`config.mk`:
```
export PLATFORM = sky130hd
export DESIGN_NAME = usbm_mode_ctrl
export DESIGN_NICKNAME = d
export VERILOG_FILES = /design/src/rtl/usbm_pkg.sv /design/src/rtl/usbm_regfile.sv /design/src/rtl/usbm_timer.sv /design/src/rtl/usbm_seq.sv /design/src/rtl/usbm_mode_ctrl.sv
export SDC_FILE = /design/constraint.sdc
export NUM_CORES = 1
export LEC_CHECK = 0
export ABC_AREA = 1
export BUFFER_PORTS_ARGS = -buffer_cell sky130_fd_sc_hd__buf_2
export CAP_MARGIN = 5
export CORE_AREA = 2 2 49 63
export CTS_BUF_LIST = sky130_fd_sc_hd__clkbuf_4
export DETAILED_ROUTE_END_ITERATION = 7
export DIE_AREA = 0 0 51 65
export GPL_ROUTABILITY_DRIVEN = 0
export PLACE_DENSITY = 0.8
export SYNTH_ARGS = -nofsm -noshare
export SYNTH_HDL_FRONTEND = slang
export SYNTH_SLANG_ARGS = --single-unit
```
`constraint.sdc`:
```
create_clock -name clk -period 2.1 [get_ports clk]
set_clock_uncertainty 0.1 [all_clocks]
set_input_delay 0.315 -clock clk [delete_from_list [all_inputs] [get_ports clk]]
set_output_delay 0.315 -clock clk [all_outputs]
set_load 0.05 [all_outputs]
```
`src/rtl/usbm_pkg.sv`:
```
package usbm_pkg;

    localparam int REG_W       = 8;

    localparam int B_CLK_AON   = 7;
    localparam int B_RESUME    = 6;
    localparam int B_SUSPEND   = 5;
    localparam int B_SOFT_RST  = 4;
    localparam int B_INT_EN    = 3;
    localparam int B_WAKE_CS   = 2;
    localparam int B_RSVD      = 1;
    localparam int B_PULLUP    = 0;

    // Bits that survive a USB bus reset
    localparam logic [REG_W-1:0] BUSRST_KEEP = 8'h09;

    // Bits that can hold a value (the reserved bit is masked off)
    localparam logic [REG_W-1:0] WRITE_MASK  = 8'hFD;

    typedef enum logic [2:0] {
        ST_ACTIVE    = 3'd0,
        ST_RSM_WAIT  = 3'd1,
        ST_RSM_DRIVE = 3'd2,
        ST_SUSP_RUN  = 3'd3,
        ST_SUSP_STOP = 3'd4
    } mode_state_e;

endpackage

```
`src/rtl/usbm_regfile.sv`:
```
module usbm_regfile
    import usbm_pkg::*;
#(
    parameter int               ADDR_W    = 8,
    parameter logic [ADDR_W-1:0] MODE_ADDR = 8'h0C
) (
    input  logic              clk,
    input  logic              rst_n,
    input  logic              bus_reset,
    input  logic              wr_en,
    input  logic [ADDR_W-1:0] wr_addr,
    input  logic [REG_W-1:0]  wr_byte,
    output logic [REG_W-1:0]  mode_q,
    output logic              trig_resume,
    output logic              trig_suspend,
    output logic              sr_pulse_q
);

    logic wr_hit;
    logic trig_soft;

    assign wr_hit       = wr_en && (wr_addr == MODE_ADDR) && !bus_reset && !sr_pulse_q;
    assign trig_resume  = wr_hit && mode_q[B_RESUME]   && !wr_byte[B_RESUME];
    assign trig_suspend = wr_hit && mode_q[B_SUSPEND]  && !wr_byte[B_SUSPEND];
    assign trig_soft    = wr_hit && mode_q[B_SOFT_RST] && !wr_byte[B_SOFT_RST];

    always_ff @(posedge clk or negedge rst_n) begin
        if (!rst_n) begin
            mode_q     <= '0;
            sr_pulse_q <= 1'b0;
        end else if (sr_pulse_q) begin
            mode_q     <= '0;
            sr_pulse_q <= 1'b0;
        end else begin
            sr_pulse_q <= trig_soft;
            if (bus_reset) begin
                mode_q <= mode_q & BUSRST_KEEP;
            end else if (wr_hit) begin
                mode_q <= wr_byte & WRITE_MASK;
            end
        end
    end

    assert_addr_ignore_R1: assert property (@(posedge clk) disable iff (!rst_n)
        (wr_en && wr_addr != MODE_ADDR && !bus_reset && !sr_pulse_q) |=> $stable(mode_q));

    assert_busrst_keep_R5: assert property (@(posedge clk) disable iff (!rst_n)
        (bus_reset && !sr_pulse_q) |=>
            (mode_q[B_INT_EN] == $past(mode_q[B_INT_EN])) &&
            (mode_q[B_PULLUP] == $past(mode_q[B_PULLUP])) &&
            (mode_q[7:4] == 4'h0) && (mode_q[2:1] == 2'b00));

    assert_softrst_clear_R11: assert property (@(posedge clk) disable iff (!rst_n)
        sr_pulse_q |=> (!sr_pulse_q && mode_q == '0));

endmodule

```
`src/rtl/usbm_timer.sv`:
```
module usbm_timer #(
    parameter int MAX_T = 80,
    parameter int CNT_W = $clog2(MAX_T + 1)
) (
    input  logic             clk,
    input  logic             rst_n,
    input  logic             clr,
    input  logic             tick,
    output logic [CNT_W-1:0] cnt
);

    localparam logic [CNT_W-1:0] CNT_MAX = CNT_W'(MAX_T);

    always_ff @(posedge clk or negedge rst_n) begin
        if (!rst_n) begin
            cnt <= '0;
        end else if (clr) begin
            cnt <= '0;
        end else if (tick && cnt != CNT_MAX) begin
            cnt <= cnt + 1'b1;
        end
    end

    assert_hold_no_tick_R7: assert property (@(posedge clk) disable iff (!rst_n)
        (!clr && !tick) |=> (cnt == $past(cnt)));

endmodule

```
`src/rtl/usbm_seq.sv`:
```
module usbm_seq
    import usbm_pkg::*;
#(
    parameter int WAIT_T = 40,
    parameter int DRV_T  = 80,
    parameter int STOP_T = 16,
    parameter int CNT_W  = 7
) (
    input  logic             clk,
    input  logic             rst_n,
    input  logic             sync_clr,
    input  logic             trig_resume,
    input  logic             trig_suspend,
    input  logic             clk_aon,
    input  logic             wake_cs_en,
    input  logic             cs_n,
    input  logic             tick,
    input  logic [CNT_W-1:0] cnt,
    output logic             tmr_clr,
    output logic             suspended,
    output logic             resume_req,
    output logic             clk_en,
    output logic             wakeup_req
);

    localparam logic [CNT_W-1:0] WAIT_LAST = CNT_W'(WAIT_T - 1);
    localparam logic [CNT_W-1:0] DRV_LAST  = CNT_W'(DRV_T - 1);
    localparam logic [CNT_W-1:0] STOP_LAST = CNT_W'(STOP_T - 1);
    localparam logic [CNT_W-1:0] STOP_FULL = CNT_W'(STOP_T);

    mode_state_e state_q, state_nxt;
    logic        in_susp;
    logic        wake_hit;
    logic        stop_due;

    assign in_susp  = (state_q == ST_SUSP_RUN) || (state_q == ST_SUSP_STOP);
    assign wake_hit = wake_cs_en && !cs_n;
    assign stop_due = (cnt >= STOP_FULL) || (tick && cnt == STOP_LAST);

    always_comb begin
        state_nxt = state_q;
        unique case (state_q)
            ST_ACTIVE: begin
                if (trig_resume)       state_nxt = ST_RSM_WAIT;
                else if (trig_suspend) state_nxt = ST_SUSP_RUN;
            end
            ST_RSM_WAIT: begin
                if (tick && cnt == WAIT_LAST) state_nxt = ST_RSM_DRIVE;
            end
            ST_RSM_DRIVE: begin
                if (tick && cnt == DRV_LAST) state_nxt = ST_ACTIVE;
            end
            ST_SUSP_RUN: begin
                if (trig_resume)               state_nxt = ST_RSM_WAIT;
                else if (wake_hit)             state_nxt = ST_ACTIVE;
                else if (!clk_aon && stop_due) state_nxt = ST_SUSP_STOP;
            end
            ST_SUSP_STOP: begin
                if (trig_resume)   state_nxt = ST_RSM_WAIT;
                else if (wake_hit) state_nxt = ST_ACTIVE;
                else if (clk_aon)  state_nxt = ST_SUSP_RUN;
            end
            default: state_nxt = ST_ACTIVE;
        endcase
        if (sync_clr) state_nxt = ST_ACTIVE;
    end

    assign tmr_clr = sync_clr || (state_nxt != state_q);

    // State register
    always_ff @(posedge clk or negedge rst_n) begin
        if (!rst_n) begin
            state_q    <= ST_ACTIVE;
            wakeup_req <= 1'b0;
        end else begin
            state_q    <= state_nxt;
            wakeup_req <= !sync_clr && in_susp && !trig_resume && wake_hit;
        end
    end

    // Outputs decoded from state
    always_comb begin
        suspended  = 1'b0;
        resume_req = 1'b0;
        clk_en     = 1'b1;
        unique case (state_q)
            ST_RSM_DRIVE: resume_req = 1'b1;
            ST_SUSP_RUN:  suspended  = 1'b1;
            ST_SUSP_STOP: begin
                suspended = 1'b1;
                clk_en    = 1'b0;
            end
            default: ;
        endcase
    end

    assert_drive_after_wait_R7: assert property (@(posedge clk) disable iff (!rst_n)
        $rose(resume_req) |-> ($past(state_q) == ST_RSM_WAIT));

    assert_clk_gate_R8: assert property (@(posedge clk) disable iff (!rst_n)
        $fell(clk_en) |-> ($past(suspended) && !$past(clk_aon)));

    assert_aon_keeps_clk_R9: assert property (@(posedge clk) disable iff (!rst_n)
        (clk_en && clk_aon) |=> clk_en);

    assert_wake_exit_R10: assert property (@(posedge clk) disable iff (!rst_n)
        wakeup_req |-> (!suspended && clk_en));

endmodule

```
`src/rtl/usbm_mode_ctrl.sv`:
```
module usbm_mode_ctrl
    import usbm_pkg::*;
#(
    parameter int                ADDR_W       = 8,
    parameter int                DATA_W       = 16,
    parameter logic [ADDR_W-1:0] MODE_ADDR    = 8'h0C,
    parameter int                TICKS_PER_MS = 8,
    parameter int                RSM_DELAY_MS = 5,
    parameter int                RSM_LEN_MS   = 10,
    parameter int                CLK_STOP_MS  = 2
) (
    input  logic              clk,
    input  logic              rst_n,
    input  logic              bus_reset,
    input  logic              tick,
    input  logic              wr_en,
    input  logic [ADDR_W-1:0] wr_addr,
    input  logic [DATA_W-1:0] wr_data,
    input  logic              cs_n,
    output logic [REG_W-1:0]  mode_rd,
    output logic              soft_rst_pulse,
    output logic              suspended,
    output logic              resume_req,
    output logic              clk_en,
    output logic              glint_en,
    output logic              pullup_en,
    output logic              wakeup_req
);

    localparam int WAIT_T = RSM_DELAY_MS * TICKS_PER_MS;
    localparam int DRV_T  = RSM_LEN_MS   * TICKS_PER_MS;
    localparam int STOP_T = CLK_STOP_MS  * TICKS_PER_MS;
    localparam int MAX_A  = (WAIT_T > DRV_T) ? WAIT_T : DRV_T;
    localparam int MAX_T  = (MAX_A > STOP_T) ? MAX_A : STOP_T;
    localparam int CNT_W  = $clog2(MAX_T + 1);

    logic [REG_W-1:0] mode_q;
    logic [REG_W-1:0] wr_byte;
    logic             trig_resume;
    logic             trig_suspend;
    logic             sr_pulse_q;
    logic             tmr_clr;
    logic [CNT_W-1:0] cnt;

    assign wr_byte = wr_data[REG_W-1:0];

    generate
        if (DATA_W > REG_W) begin : g_wide_bus
            logic unused_hi_byte;
            assign unused_hi_byte = ^wr_data[DATA_W-1:REG_W];
        end
    endgenerate

    usbm_regfile #(
        .ADDR_W    (ADDR_W),
        .MODE_ADDR (MODE_ADDR)
    ) u_regs (
        .clk          (clk),
        .rst_n        (rst_n),
        .bus_reset    (bus_reset),
        .wr_en        (wr_en),
        .wr_addr      (wr_addr),
        .wr_byte      (wr_byte),
        .mode_q       (mode_q),
        .trig_resume  (trig_resume),
        .trig_suspend (trig_suspend),
        .sr_pulse_q   (sr_pulse_q)
    );

    usbm_timer #(
        .MAX_T (MAX_T),
        .CNT_W (CNT_W)
    ) u_timer (
        .clk   (clk),
        .rst_n (rst_n),
        .clr   (tmr_clr),
        .tick  (tick),
        .cnt   (cnt)
    );

    usbm_seq #(
        .WAIT_T (WAIT_T),
        .DRV_T  (DRV_T),
        .STOP_T (STOP_T),
        .CNT_W  (CNT_W)
    ) u_seq (
        .clk          (clk),
        .rst_n        (rst_n),
        .sync_clr     (sr_pulse_q || bus_reset),
        .trig_resume  (trig_resume),
        .trig_suspend (trig_suspend),
        .clk_aon      (mode_q[B_CLK_AON]),
        .wake_cs_en   (mode_q[B_WAKE_CS]),
        .cs_n         (cs_n),
        .tick         (tick),
        .cnt          (cnt),
        .tmr_clr      (tmr_clr),
        .suspended    (suspended),
        .resume_req   (resume_req),
        .clk_en       (clk_en),
        .wakeup_req   (wakeup_req)
    );

    assign mode_rd        = mode_q;
    assign soft_rst_pulse = sr_pulse_q;
    assign glint_en       = mode_q[B_INT_EN];
    assign pullup_en      = mode_q[B_PULLUP];

endmodule

```
==> results of run 1 <==
## repair_timing
action,in CTS,in global routing
buffers inserted,0,0
endpoints found under the hold margin,19,0
hold buffers,1,0
setup endpoints to repair,0,0
## flip-flops by register name, indices dropped and copies added (netlist names)
register / cells
u_timer.cnt: 7
u_seq.wakeup_req: 1
u_regs.sr_pulse_q: 1
u_seq.state_q: 3
u_regs.mode_q: 7
## placed cells by master, fill, tap and decap left out, types with 4 or more instances in the layout
master	n
buf_2	34
dfrtp_1	19
inv_1	22
inv_2	6
nand2_1	26
nand2_2	10
nand3_1	20
nor2_1	13
nor2_2	4
nor3_2	9
o21ai_0	5
xor2_1	5
## routing by layer
metal	vias to the layer above	track usage [%]	wire, um
met1	521	20.0	1030
met2	28	32.3	1370
met4	0	9.12	55
li1	609	-	-
met5	-	0	0
met3	5	1.38	93
## metrics by stage
step	setup slack [ns]	hold slack, ns	power, mW	util (%)	area (um2)
after global placement	0.293	0.180	0.466	55.4	1540
after floorplan	0.120	-0.0806	0.435	-	1380
after CTS	0.194	0.0479	0.672	56.8	1580
after global routing	0.0252	0.0565	0.693	56.8	1580
final	0.201	0.0537	0.663	56.8	1580
after detailed placement	0.250	0.185	0.467	55.4	1540
## power breakdown
part | internal, mW | switching [mW]
clock | 0.0729 | 0.131
sequential | 0.371 | 0.00379
combinational | 0.0319 | 0.0534
## kinds of logic (layout without fill, tap and decap cells)
kind of cell    after synthesis  after routing  share of synthesized area, %
xor+xnor                      5              5                          3.19
fa+ha+maj                     2              2                          1.82
simple gates                100            100                          43.7
other cells                   1              1                         0.273
compound gates               10             10                          4.01
buf+inv                      37             69                          12.4
flops                        19             19                          34.6
## worst register-to-register path: stages (launching register included)
cell	delay [ns]
dfrtp_1	0.42
ha_1	0.22
nand2_1	0.10
inv_1	0.05
nand2_2	0.09
clkinv_1	0.08
nand3_1	0.08
nand2_1	0.05
o21ai_1	0.09
inv_2	0.05
nand2_2	0.08
nand2_2	0.06
nand2_2	0.07
nand3_4	0.12
nor3_2	0.13
## how the worst min path moves through the flow
stage | slack, ns | start | endpoint | cells after the start
after floorplan | -0.08 | rst_n | u_regs.mode_q[0] | 0
after global placement | 0.18 | rst_n | u_seq.state_q[1] | 1
after detailed placement | 0.18 | rst_n | u_seq.state_q[1] | 1
after CTS | 0.05 | wr_data[4] | u_regs.sr_pulse_q | 2
after global routing | 0.06 | wr_data[4] | u_regs.sr_pulse_q | 2
final | 0.05 | wr_data[4] | u_regs.sr_pulse_q | 2
## final cells by class
class                      count  area (um2)  area share, %
tap                           36        45.0           2.85
clock buffer                   3        22.5           1.43
timing repair buffer          36         188           11.9
clock inverter                 1        7.51          0.475
multi-input combinational    118         732           46.4
sequential                    19         475           30.1
inverter                      29         109           6.89
==> results.md, run 1 <==
- Post-route clock period utilization: 90.4%
- Worst path required time: 1.68 ns
- Distinct cells, synth: 31
- Worst R2R End: u_timer.cnt[2]
- Pleak: 0.823 nW
- Routed vias: 1163
- H-tree depth: 1
- Worst Tran Pin Value: 0.498 ns
- Slowest CP cell: dfrtp_1
- WS Path Type: flop to output port
- Final Max Slew Viols: 0
- Dominant cell type by area after synthesis: dfrtp_1
- Clock Path Buffers: 2
- Async set-or-reset flop fraction in the synthesized netlist: 100%
- CTS root buffer: clkbuf_4
- Setup_tns: 0 ns
- CP Launch Type: flop
- Worst setup path endpoint: suspended
- CP peak stage delay: 0.47 ns
- Reg2reg path depth: 14
- Cell count after synthesis: 174
- Grt total ovfl: 0
- Syn-to-layout area delta: 15.0%
- Worst setup startpoint: u_seq.state_q[0]
- Number of clock sinks: 19
- Synth Net Count: 206
- Post-Place Cells: 237
- Die X: 51 um
- Antenna violations before repair: 0
- Die area: 3320 um2
- PD cells: 420 nW/um2
- EDFF count, synth: 0
- Post-CTS sizing: 0
- First-pass GRT wire length: 4510 um
- TritonRoute pass-1 iters: 4
- Tmin final: 1.90 ns
- RSZ-0062 raised after global routing: no
- CTS buffer count: 3
- Max FO, Critical Path: 5
- Largest net degree at the start of global routing: 20
- Area contributors post-synth: dfrtp_1, nand3_1, nand2_1, inv_1, nor3_2
- Bufs and invs on worst path: 1
- Vias per cell: 4.81
- CP delay by family, top: flip-flops
- Vias in the first global route: 1138
- Final nets: 239
- Drt drc: 0
- Total of max-cap violations: 0
- Rows: 22
- DRT antenna net count: 0
- Yosys warning count: 0
- CTS tree: done
- Yosys reg bits: 19
- Top cell type's share of synthesized area: 34.6%
- Starting density of the core: 49.4%
- Dpl hpwl: 2050 um
- IO Count: 45
- Peak supply drop: 0.359 mV
- Hold crit path type: primary input to flop
- CP Capture Type: output port
- # port buffers: 34
- Routed len/inst: 10.5 um
- Antenna Diode Count: 0
- CORE AREA: 2780 um2
- Gr usage total: 17.7%
- Worst slew margin: 66.5%
- Crit path cell chain: nor2_2 > nand2_2 > nand2_4 > buf_2
- Syn Area/Cell: 7.89 um2
- Status: completed
- Fill cells: 261
- Critical register-to-register path startpoint: u_timer.cnt[0]
- R2R setup slack: 0.24 ns
- Die Y-Extent: 65 um
- Mapped cell area: 1370 um2
- Share of the yosys chip area belonging to registers: 34.6%
- Leading cell types by count after synthesis: nand2_1, inv_1, nand3_1
- Non-Filler Instances: 242
- Clock insertion delay at the later pin of the skew report: 0.31 ns
- Endpoints failing setup: 0
- Final Hold Fails: 0
- Critical path depth: 4
- Clock Pin Slew Worst Setup and Hold Paths: 0.12 ns
- DR iter-0 viols: 18
- Worst EP arrival: 1.48 ns
- Final WL: 2550 um
- Count leader, synth: nand2_1
- Share of cells above drive strength 1: 38.8%
- Fmax achieved: 0.527 GHz
- Dominant synthesized flop cell: dfrtp_1
Note: power is estimated with default switching activity, not from simulation.
==> run 2: changes to the inputs <==
==> constraint.sdc (replaced) <==
create_clock -name clk -period 2.1 [get_ports clk]
set_clock_uncertainty 0.1 [all_clocks]
set_input_delay 0.42 -clock clk [delete_from_list [all_inputs] [get_ports clk]]
set_output_delay 0.42 -clock clk [all_outputs]
set_load 0.05 [all_outputs]
==> results.md, run 2 (synthesized netlist as in run 1, its figures left out) <==
- Status: completed
- Worst path required time: 1.58 ns
- Routed vias: 1153
- TritonRoute pass-1 iters: 4
- Hold crit path type: primary input to flop
- Endpoints failing setup: 0
- Die X: 51 um
- CP peak stage delay: 0.47 ns
- Most common cell after layout, fill and taps aside: buf_2
- Grt total ovfl: 0
- Largest net degree at the start of global routing: 20
- IO Count: 45
- Crit path cell chain: nor2_2 > nand2_2 > nand2_4 > buf_2
- Final Max Slew Viols: 0
- Fill cells: 267
- # port buffers: 34
- Post-route clock period utilization: 95.6%
- Dpl hpwl: 2060 um
- Post-CTS Setup Inserts: 0
- CTS buffer count: 3
- Max FO, Critical Path: 5
- Worst EP arrival: 1.49 ns
- Tmin final: 2.01 ns
- Number of clock sinks: 19
- CP delay by family, top: flip-flops
- CTS tree: done
- WS Path Type: flop to output port
- Most frequent cells in the layout: buf_2, nand2_1, inv_1, nand3_1, dfrtp_1
- Vias in the first global route: 1145
- Pleak: 0.823 nW
- Routed len/inst: 10.5 um
- Final WL: 2530 um
- Die area: 3320 um2
- Clock insertion delay at the later pin of the skew report: 0.31 ns
- Clock Path Buffers: 2
- Largest registers: u_regs.mode_q (7), u_timer.cnt (7), u_seq.state_q (3)
- DRT antenna net count: 0
- Starting density of the core: 49.4%
- DR iter-0 viols: 19
- CP Launch Type: flop
- Vias per cell: 4.76
- Drt drc: 0
- Share of cells above drive strength 1: 39.3%
- Finished Cell Area: 1580 um2
- Total of max-cap violations: 0
- First-pass GRT wire length: 4630 um
- Die Y-Extent: 65 um
- Syn-to-layout area delta: 15.1%
- Worst slew margin: 66.4%
- Metal-1 WL: 1080 um
- Setup_tns: 0 ns
- Max Used Layer: met4
- Met3 WL: 67 um
- H-tree depth: 1
- RSZ-0062 raised after global routing: no
- Fmax achieved: 0.498 GHz
- Final nets: 239
- Placed cell areas: 1540 um2
- CTS root buffer: clkbuf_4
- Peak supply drop: 0.397 mV
- Antenna Diode Count: 0
- Antenna violations before repair: 0
- Rows: 22
- CP Capture Type: output port
- Gr usage total: 18.5%
- Final Hold Fails: 0
- Power consumption: 664 uW
- Clock Pin Slew Worst Setup and Hold Paths: 0.12 ns
- Met2 WL post-DR: 1320 um
- CORE AREA: 2780 um2
- Slowest CP cell: dfrtp_1
- Worst Tran Pin Value: 0.499 ns
- Bufs and invs on worst path: 1
- PD cells: 420 nW/um2
-- run 2: cell count changes in the layout (fill, tap and decap cells not counted) --
cell / delta
and2_1: -1
and2_2: +1
-- run 2: cell type report --
class                   count  area [um2]  share of cell area [%]
flip-flops and latches     19         475                    30.1
clock inverters             1        7.51                   0.475
repair buffers             36         188                    11.9
clock buffers               3        22.5                    1.43
well taps                  36        45.0                    2.85
inverters                  29         109                    6.89
multi-input cells         118         733                    46.4
-- run 2: final timing paths --
check | start | to | slack, ns | cells after the start
max in group asynchronous | rst_n | u_seq.wakeup_req | 1.14 | 2
min | wr_data[4] | u_regs.sr_pulse_q | 0.17 | 2
min reg2reg | u_regs.mode_q[4] | u_regs.sr_pulse_q | 0.43 | 2
max reg2reg | u_timer.cnt[0] | u_timer.cnt[0] | 0.25 | 12
max | u_seq.state_q[0] | suspended | 0.09 | 4
min in group asynchronous | rst_n | u_timer.cnt[6] | 0.46 | 2
-- run 2: per-stage QoR --
stage | util [%] | instances | hold WS [ns] | worst slack, ns
2_1_floorplan | - | 174 | 0.0244 | 0.120
3_3_place_gp | 55.4 | 237 | 0.284 | 0.241
3_5_place_dp | 55.4 | 237 | 0.287 | 0.182
4_1_cts | 56.8 | 242 | 0.159 | 0.0797
5_1_grt | 56.8 | 242 | 0.148 | 0.0136
6_report | 56.8 | 242 | 0.166 | 0.0922
-- run 2: power breakdown --
group	switching [mW]	internal [mW]	total, mW
Sequential	0.00377	0.371	0.374
Combinational	0.0546	0.0320	0.0867
Clock	0.131	0.0728	0.203
Total	0.189	0.475	0.664
-- run 2: timing repair --
item	4_1_cts	5_1_grt
hold endpoints to repair	19	0
gates resized for setup	0	1
setup endpoints to repair	0	1
hold buffers	1	0
-- run 2: worst register-to-register path, delay by kind of cell, from the launching register on --
family / cells / cell delay (ns)
AND/OR/NAND/NOR: 10 / 0.99
flip-flops: 1 / 0.42
adder cells (fa/ha/maj): 1 / 0.22
buffers and inverters: 1 / 0.05
-- run 2: metal layers --
metal | global-route usage (%) | vias to the layer above
met2 | 33.3 | 26
met3 | 2.07 | 7
li1 | - | 607
met1 | 20.9 | 513
met4 | 9.80 | 0
met5 | 0 | -
